### src/rtl/port_irq_ctl_pkg.sv
package port_irq_ctl_pkg;
    localparam int NUM_EVT   = 12;
    localparam int VIEW_W    = 11;
    localparam int RAW_SHIFT = 16;
    localparam int DATA_W    = 32;
    localparam int ADDR_W    = 8;
    localparam int STEER_W   = 2;
    localparam int STEER_LSB = DATA_W - STEER_W;

    localparam logic [ADDR_W-1:0] OFS_STAT  = 8'h08;
    localparam logic [ADDR_W-1:0] OFS_ENSET = 8'h10;
    localparam logic [ADDR_W-1:0] OFS_ENCLR = 8'h14;

    typedef enum logic [1:0] {
        TGT_NONE  = 2'd0,
        TGT_STAT  = 2'd1,
        TGT_ENSET = 2'd2,
        TGT_ENCLR = 2'd3
    } wr_target_e;
endpackage

### src/rtl/port_irq_ctl_decode.sv
module port_irq_ctl_decode
    import port_irq_ctl_pkg::*;
(
    input  logic              wr_en_i,
    input  logic [ADDR_W-1:0] wr_addr_i,
    output wr_target_e        target_o
);
    always_comb begin
        target_o = TGT_NONE;
        if (wr_en_i) begin
            unique case (wr_addr_i)
                OFS_STAT:  target_o = TGT_STAT;
                OFS_ENSET: target_o = TGT_ENSET;
                OFS_ENCLR: target_o = TGT_ENCLR;
                default:   target_o = TGT_NONE;
            endcase
        end
    end
endmodule

### src/rtl/port_irq_ctl_enable.sv
module port_irq_ctl_enable
    import port_irq_ctl_pkg::*;
(
    input  logic               clk,
    input  logic               rst_n,
    input  wr_target_e         target_i,
    input  logic [DATA_W-1:0]  wr_data_i,
    output logic [NUM_EVT-1:0] en_o,
    output logic [STEER_W-1:0] steer_o
);
    logic [NUM_EVT-1:0] en_n;
    logic [STEER_W-1:0] steer_n;

    always_comb begin
        en_n    = en_o;
        steer_n = steer_o;
        unique case (target_i)
            TGT_ENSET: begin
                en_n    = en_o | wr_data_i[NUM_EVT-1:0];
                steer_n = wr_data_i[STEER_LSB +: STEER_W];
            end
            TGT_ENCLR: begin
                en_n    = en_o & ~wr_data_i[NUM_EVT-1:0];
                steer_n = wr_data_i[STEER_LSB +: STEER_W];
            end
            default: ;
        endcase
    end

    always_ff @(posedge clk) begin
        if (!rst_n) begin
            en_o    <= '0;
            steer_o <= '0;
        end else begin
            en_o    <= en_n;
            steer_o <= steer_n;
        end
    end
endmodule

### src/rtl/port_irq_ctl_status.sv
module port_irq_ctl_status
    import port_irq_ctl_pkg::*;
(
    input  logic               clk,
    input  logic               rst_n,
    input  logic [NUM_EVT-1:0] evt_i,
    input  wr_target_e         target_i,
    input  logic [DATA_W-1:0]  wr_data_i,
    input  logic               woc_mode_i,
    output logic [NUM_EVT-1:0] raw_o
);
    logic [NUM_EVT-1:0] clr;
    logic [NUM_EVT-1:0] raw_n;

    always_comb begin
        clr = '0;
        if (target_i == TGT_STAT) begin
            clr = wr_data_i[NUM_EVT-1:0] | wr_data_i[RAW_SHIFT +: NUM_EVT];
            if (!woc_mode_i)
                clr[0] = 1'b1;
        end
        raw_n = (raw_o & ~clr) | evt_i;
    end

    always_ff @(posedge clk) begin
        if (!rst_n)
            raw_o <= '0;
        else
            raw_o <= raw_n;
    end
endmodule

### src/rtl/port_irq_ctl.sv
module port_irq_ctl
    import port_irq_ctl_pkg::*;
(
    input  logic               clk,
    input  logic               rst_n,
    input  logic [NUM_EVT-1:0] evt_i,
    input  logic               wr_en_i,
    input  logic [ADDR_W-1:0]  wr_addr_i,
    input  logic [DATA_W-1:0]  wr_data_i,
    input  logic               woc_mode_i,
    output logic [DATA_W-1:0]  stat_o,
    output logic               irq_o,
    output logic [STEER_W-1:0] steer_o
);
    wr_target_e         target;
    logic [NUM_EVT-1:0] en;
    logic [NUM_EVT-1:0] raw;
    logic [VIEW_W-1:0]  masked;

    port_irq_ctl_decode u_decode (
        .wr_en_i   (wr_en_i),
        .wr_addr_i (wr_addr_i),
        .target_o  (target)
    );

    port_irq_ctl_enable u_enable (
        .clk       (clk),
        .rst_n     (rst_n),
        .target_i  (target),
        .wr_data_i (wr_data_i),
        .en_o      (en),
        .steer_o   (steer_o)
    );

    port_irq_ctl_status u_status (
        .clk        (clk),
        .rst_n      (rst_n),
        .evt_i      (evt_i),
        .target_i   (target),
        .wr_data_i  (wr_data_i),
        .woc_mode_i (woc_mode_i),
        .raw_o      (raw)
    );

    always_comb begin
        masked = raw[VIEW_W-1:0] & en[VIEW_W-1:0];
        stat_o = '0;
        stat_o[RAW_SHIFT +: NUM_EVT] = raw;
        stat_o[VIEW_W-1:0]           = masked;
        irq_o  = |masked;
    end
endmodule

### config.mk
export PLATFORM = sky130hd
export DESIGN_NAME = port_irq_ctl
export DESIGN_NICKNAME = d
export VERILOG_FILES = /design/src/rtl/port_irq_ctl_pkg.sv /design/src/rtl/port_irq_ctl_decode.sv /design/src/rtl/port_irq_ctl_enable.sv /design/src/rtl/port_irq_ctl_status.sv /design/src/rtl/port_irq_ctl.sv
export SDC_FILE = /design/constraint.sdc
export NUM_CORES = 1
export LEC_CHECK = 0
export ABC_AREA = 1
export BUFFER_PORTS_ARGS = -buffer_cell sky130_fd_sc_hd__buf_4
export CAP_MARGIN = 0
export CORE_MARGIN = 5
export CORE_UTILIZATION = 41
export CTS_CLUSTER_SIZE = 14
export DETAILED_ROUTE_END_ITERATION = 8
export PLACE_DENSITY = 0.78
export SKIP_CTS_REPAIR_TIMING = 1
export SLEW_MARGIN = 20
export SYNTH_ARGS = -nofsm -noshare
export SYNTH_HDL_FRONTEND = slang
export SYNTH_HIERARCHICAL = 1
export SYNTH_SLANG_ARGS = --single-unit
### constraint.sdc
create_clock -name clk -period 3.7 [get_ports clk]
set_clock_uncertainty 0.2 [all_clocks]
set_input_delay 0.74 -clock clk [delete_from_list [all_inputs] [get_ports clk]]
set_output_delay 0.74 -clock clk [all_outputs]
set_load 0.01 [all_outputs]
==> flow_summary.toml <==
[sta]
rsz0062_at_grt = "false"
drv_slew = 0
fmax_ghz = 0.4695
setup_slack_ns = 1.570
period_minus_slack_ns = 2.130
worst_pin_slew_ns = 0.6306
hold_violations = 0
setup_viol = 0
maxSlewHeadroom_pct = 57.92
tns_ns = 0
post-route-period-util_pct = 57.57

[cts]
clock_latency_ns = 0.31
clk_pin_slew_worst_paths_ns = 0.14
clockBufferDepth = 2
tritoncts = "yes"
cts_root_buf = "clkbuf_4"
cts_sinks = 25
h-tree-depth = 1
numCtsBuffers = 3

[die]
die_h_um = 68.26
die_area_sq_mm = 0.004659
coreArea_sq_mm = 0.003311
initial_core_util_pct = 42.03
placementRows = 21
ios = 91
die_x_um = 68.26

[setup_path]
crit_fanout = 3
cp.required_ns = 2.76
critPathLaunchType = "flop"
endpoint_kind = "output port"
crit_arrival_ns = 1.19
critPathKind = "reg -> out"

[global_route]
first_global_vias = 1253
antenna_found_initial = 0
use_met2_pct = 28.40
grt_pass1_wl_mm = 5.388
grt_use_met3_pct = 2.791
grt_use_met1_pct = 17.16
grt_remaining_overflow = 0
top_usage_layer = "met2"
grt_max_degree = 26
grt_usage_pct = 15.18

[routing]
wl_per_cell_um = 11.29
wl_mm = 3.524
ant_nets = 0
first_iter_violations = 29
drtPass1Iterations = 4
vias_per_cell = 4.333
vias = 1352
drc = 0

[run]
cap_violations = 0

[power_and_ir_drop]
leakage_nw = 1.063
power_mw = 0.5136
p_per_area_mw_per_mm2 = 264.3
ir_drop_mv = 0.1250

[logic_synthesis]
syn_area_per_cell_sq_um = 7.209
yosysWarnings = 6
synth_area_sq_mm = 0.001391
syn_inst = 193

[placement]
gp_congestion = 0.7075
dp_hpwl_mm = 2.773
dpl_worst_slack_ns = 1.310
io_buffer_count = 75

[outcome]
status = "finished clean"

[final_layout]
drive_above_1_share_pct = 41.73
nNetsFinal = 323
diodes = 0
syn_to_final_growth_pct = 39.66

[hold_path]
hold_path.class = "reg -> reg"
worst max-delay path, cell delays in order (launching register included):
cell and delay [ns]:
dfxtp_1 0.36, nand2_1 0.08, nand2_1 0.05, nor2_1 0.13
nand3_1 0.09, buf_4 0.15
placed cells by master (no fill, tap or decap), drive strengths merged:
| cell type | count |
|---|---|
| a21oi | 24 |
| buf | 77 |
| clkbuf | 3 |
| clkinv | 1 |
| conb | 9 |
| dfxtp | 25 |
| inv | 30 |
| nand2 | 34 |
| nand3 | 13 |
| nor2 | 37 |
| o21ai | 13 |
area by class of cell:
cell class | instances | area, sq um
inverters | 30 | 112.6
repair buffers | 77 | 578.1
flip-flops and latches | 25 | 500.5
clock buffers | 3 | 22.52
multi-input cells | 130 | 666.9
clock inverters | 1 | 5.005
fillers | 346 | 1368
well taps | 46 | 57.56
final timing paths:
kind                                         start  slack, ns  depth (start not counted)            endpoint
worst max-delay path             u_status/raw_o[1]       1.57                          5               irq_o
worst min register to register  u_status/raw_o[11]       0.28                          2  u_status/raw_o[11]
worst max register to register   u_status/raw_o[6]       2.83                          2   u_status/raw_o[6]
worst min-delay path            u_status/raw_o[11]       0.28                          2  u_status/raw_o[11]
routing by layer:
layer  vias up  part of all wire, %
li1        721                    -
met5         -                    0
met2        49                   50
met1       580                   41
met4         0                 0.37
met3         2                  8.3
stage by stage:
step	area, sq um	std cells	util [%]	hold WS [ns]
2_1_floorplan	1421	201	-	0.2514
3_3_place_gp	1916	308	57.86	0.2534
3_5_place_dp	1916	308	57.86	0.2595
4_1_cts	1943	312	58.69	0.2786
5_1_grt	1943	312	58.69	0.2960
6_report	1943	312	58.69	0.2763
where the power goes:
group / switching [mW] / internal [mW] / leakage, nW
registers: 0.00823 / 0.279 / 0.205
logic: 0.0450 / 0.0576 / 0.840
clock network: 0.0833 / 0.0404 / 0.0177
total: 0.136 / 0.377 / 1.06
No activity file was read; power rests on OpenSTA's default activity.
